### src/rtl/baud_tick_gen.sv
module baud_tick_gen #(
  parameter int unsigned CLK_HZ = 25_000_000,
  parameter int unsigned BAUD   = 115_200,
  parameter int unsigned ACC_W  = 16
) (
  input  logic clk,
  input  logic rst,
  input  logic en,
  output logic tick
);
  localparam int unsigned STEP = ((BAUD << (ACC_W - 4)) + (CLK_HZ >> 5)) / (CLK_HZ >> 4);
  localparam int unsigned SPAN = 32'd1 << ACC_W;
  localparam logic [ACC_W:0] STEP_V = (ACC_W+1)'(STEP);

  generate
    if (ACC_W < 4 || ACC_W > 30) begin : g_bad_width
      $error("baud_tick_gen: ACC_W must lie in 4..30");
    end
    if (STEP == 0 || STEP > SPAN / 2) begin : g_bad_step
      $error("baud_tick_gen: step out of range for CLK_HZ/BAUD/ACC_W");
    end
  endgenerate

  logic [ACC_W:0] acc;
  logic [ACC_W:0] frac;

  assign frac = {1'b0, acc[ACC_W-1:0]};

  always_ff @(posedge clk) begin
    if (rst)     acc <= '0;
    else if (en) acc <= frac + STEP_V;
    else         acc <= frac;
  end

  assign tick = acc[ACC_W];
endmodule

### config.mk
export PLATFORM = sky130hd
export DESIGN_NAME = baud_tick_gen
export DESIGN_NICKNAME = d
export VERILOG_FILES = /design/src/rtl/baud_tick_gen.sv
export SDC_FILE = /design/constraint.sdc
export NUM_CORES = 1
export LEC_CHECK = 0
export BUFFER_PORTS_ARGS = -buffer_cell sky130_fd_sc_hd__buf_2
export CORE_MARGIN = 1
export CORE_UTILIZATION = 55
export CTS_BUF_LIST = sky130_fd_sc_hd__clkbuf_16
export DETAILED_ROUTE_END_ITERATION = 12
export PLACE_DENSITY = 0.75
export SYNTH_ARGS = -nofsm -noshare
export SYNTH_HDL_FRONTEND = slang
export SYNTH_SLANG_ARGS = --single-unit
### constraint.sdc
create_clock -name clk -period 1.9 [get_ports clk]
set_input_delay 0.38 -clock clk [delete_from_list [all_inputs] [get_ports clk]]
set_output_delay 0.38 -clock clk [all_outputs]
set_load 0.01 [all_outputs]
==> summary.txt <==
Outcome
  • Status: complete, no violations

Synth
  • Post-synthesis sequential area ratio: 43.2%
  • Synthesis-stage register bit count: 16
  • Yosys warning count: 0
  • Mapped cell area: 741 um^2
  • Syn_area_per_cell: 8.82 um^2
  • Synth Flop Type: dfxtp_1
  • Number of synthesized flops with an enable pin: 0
  • Synth Instances: 84
  • Cell variety after synth: 26
  • Syn nets: 88
  • Async S/R FF share, synth: 0%

Detailed routing
  • Via count: 615
  • Final WL: 1320 um
  • Drt pass-1 iters: 4
  • DR WL/cell: 12.8 um
  • Antenna Nets Post-Route: 0
  • Drt drc: 0
  • DRC marker count from the first detailed-route iteration: 24
  • Via density: 5.97

STA
  • Slew margin rel.: 70.6%
  • Worst-margin pin slew: 0.442 ns
  • Final Slew Violations: 0
  • Minimum clock period: 1.73 ns
  • Setup-failing EPs final: 0
  • Fin Hold WS: 0.479 ns
  • F_max: 0.577 GHz
  • Period utilization: 91.1%
  • Final Hold Vio Count: 0
  • Worst Skew: 0.00121 ns
  • Setup TNS: 0 ns
  • RSZ-0062 raised after global routing: no

Finish
  • Share of cells above drive strength 1: 11.2%
  • Finished Core Util: 72.4%
  • Area grow syn2layout: 14.5%
  • Leading cell types in the layout, fill and taps excluded: 16 x dfxtp_1, 9 x a21oi_1, 8 x nor2_1
  • N_diodes: 0
  • Most common cell after layout, fill and taps aside: dfxtp_1
  • Number of flip-flops under the largest register name: 16
  • Top reg by flops: acc
  • Biggest regs: acc: 16 flops
  • Final net count: 94

Worst setup path
  • Crit path DAT: 1.86 ns
  • Worst EP required: 2.03 ns
  • Crit. End Element: register
  • Critical setup path kind: reg2reg
  • Worst setup SP type: register
  • Crit-path max FO: 7

GRT
  • Number of global-route vias before repair: 517
  • Global-route wire length before repair: 2210 um
  • Initial antenna violation count: 0
  • Largest net degree at the start of global routing: 18
  • Total track usage: 22.4%
  • Total congestion overflow: 0

Clock network
  • Clock Sinks: 16
  • PostCTS Resize Cnt: 0
  • CTS Hold Bufs: 0
  • Clock Latency Late Sink: 0.24 ns
  • Clock slew at reported path FFs: 0.05 ns
  • Total CTS buffers: 3
  • Htree depth: 1
  • CTS root buf: clkbuf_16
  • CTS tree: built
  • Max Root-Sink Buffers: 2
  • Post CTS Setup Buffer Count: 0

Floorplan
  • Core box area: 0.00117 mm^2
  • Die Y: 38.7 um
  • Initial Util: 63.2%
  • Io pins: 4
  • Row cnt: 12
  • Die width: 38.7 um
  • DIE AREA: 0.00150 mm^2

Placed design
  • Routability cong.: 0.776
  • PortBufs: 3

Power and ir drop
  • Peak VDD IR: 0.678 mV
  • PD cells: 1060 mW/mm^2
  • Pleak: 0.309 nW

Run
  • Max Cap Viol: 0

Min path
  • Min-delay worst type: reg2reg
==> routing by layer <==
layer  share of wire (%)  routed length, um  track usage (%)
met1                  53                694             30.0
met2                  42                546             28.7
met3                 3.0                 39             6.94
met4                 2.7                 36             17.2
met5                   0                  0                0
==> report_power, final <==
group	leakage (nW)	switching (mW)	internal (mW)
Sequential	0.131	0.0326	0.360
Combinational	0.140	0.0596	0.0440
Clock	0.0385	0.125	0.279
Total	0.309	0.217	0.682
==> cell type report <==
class / instances / area [um^2]
timing repair buffer: 4 / 22.5
sequential: 16 / 320
inverter: 4 / 15.0
clock inverter: 1 / 3.75
tap: 14 / 17.5
multi-input combinational: 61 / 394
clock buffer: 3 / 75.1
fill: 89 / 323
==> worst max-delay path: stages, from the launching register on <==
cell	delay, ns
dfxtp_1	0.39
inv_1	0.06
ha_1	0.21
nand2b_1	0.13
a211oi_2	0.14
nor4_1	0.33
mux2_2	0.37
==> logic make-up after synthesis <==
logic type | synth area share, %
AO/OA/AOI/OAI | 22.3
XOR/XNOR | 7.10
adder cells (fa/ha/maj) | 1.69
buffers and inverters | 3.55
flip-flops | 43.2
multiplexers | 1.52
AND/OR/NAND/NOR | 20.6
==> worst paths after layout <==
kind,start,to,slack [ns],cells after the start
max reg2reg,acc[1],acc[13],0.17,6
min,acc[15],acc[15],0.48,2
max,acc[1],acc[13],0.17,6
min reg2reg,acc[15],acc[15],0.48,2
==> synth_stat cells (2+ instances only) <==
cell / count / area share (%)
or4_1: 5 / 5.1
nand2_1: 4 / 2.0
dfxtp_1: 16 / 43
a21oi_1: 9 / 6.1
nor2_1: 8 / 4.1
a21boi_0: 2 / 2.0
o31ai_1: 5 / 5.1
nand4_1: 2 / 1.7
or3_1: 4 / 3.4
inv_1: 4 / 2.0
o21ai_0: 4 / 2.7
clkbuf_1: 3 / 1.5
xor2_1: 3 / 3.5
xnor2_1: 3 / 3.5
==> stage by stage <==
stage / power (mW) / cells / worst slack (ns) / cell area (um^2)
floorplan: 0.475 / 84 / 0.304 / 741
finish: 0.899 / 103 / 0.168 / 848
global placement: 0.497 / 99 / 0.242 / 769
CTS: 0.904 / 103 / 0.154 / 848
detailed placement: 0.501 / 99 / 0.160 / 769
global route: 0.944 / 103 / 0.0456 / 848
Note: power is estimated with default switching activity, not from simulation.
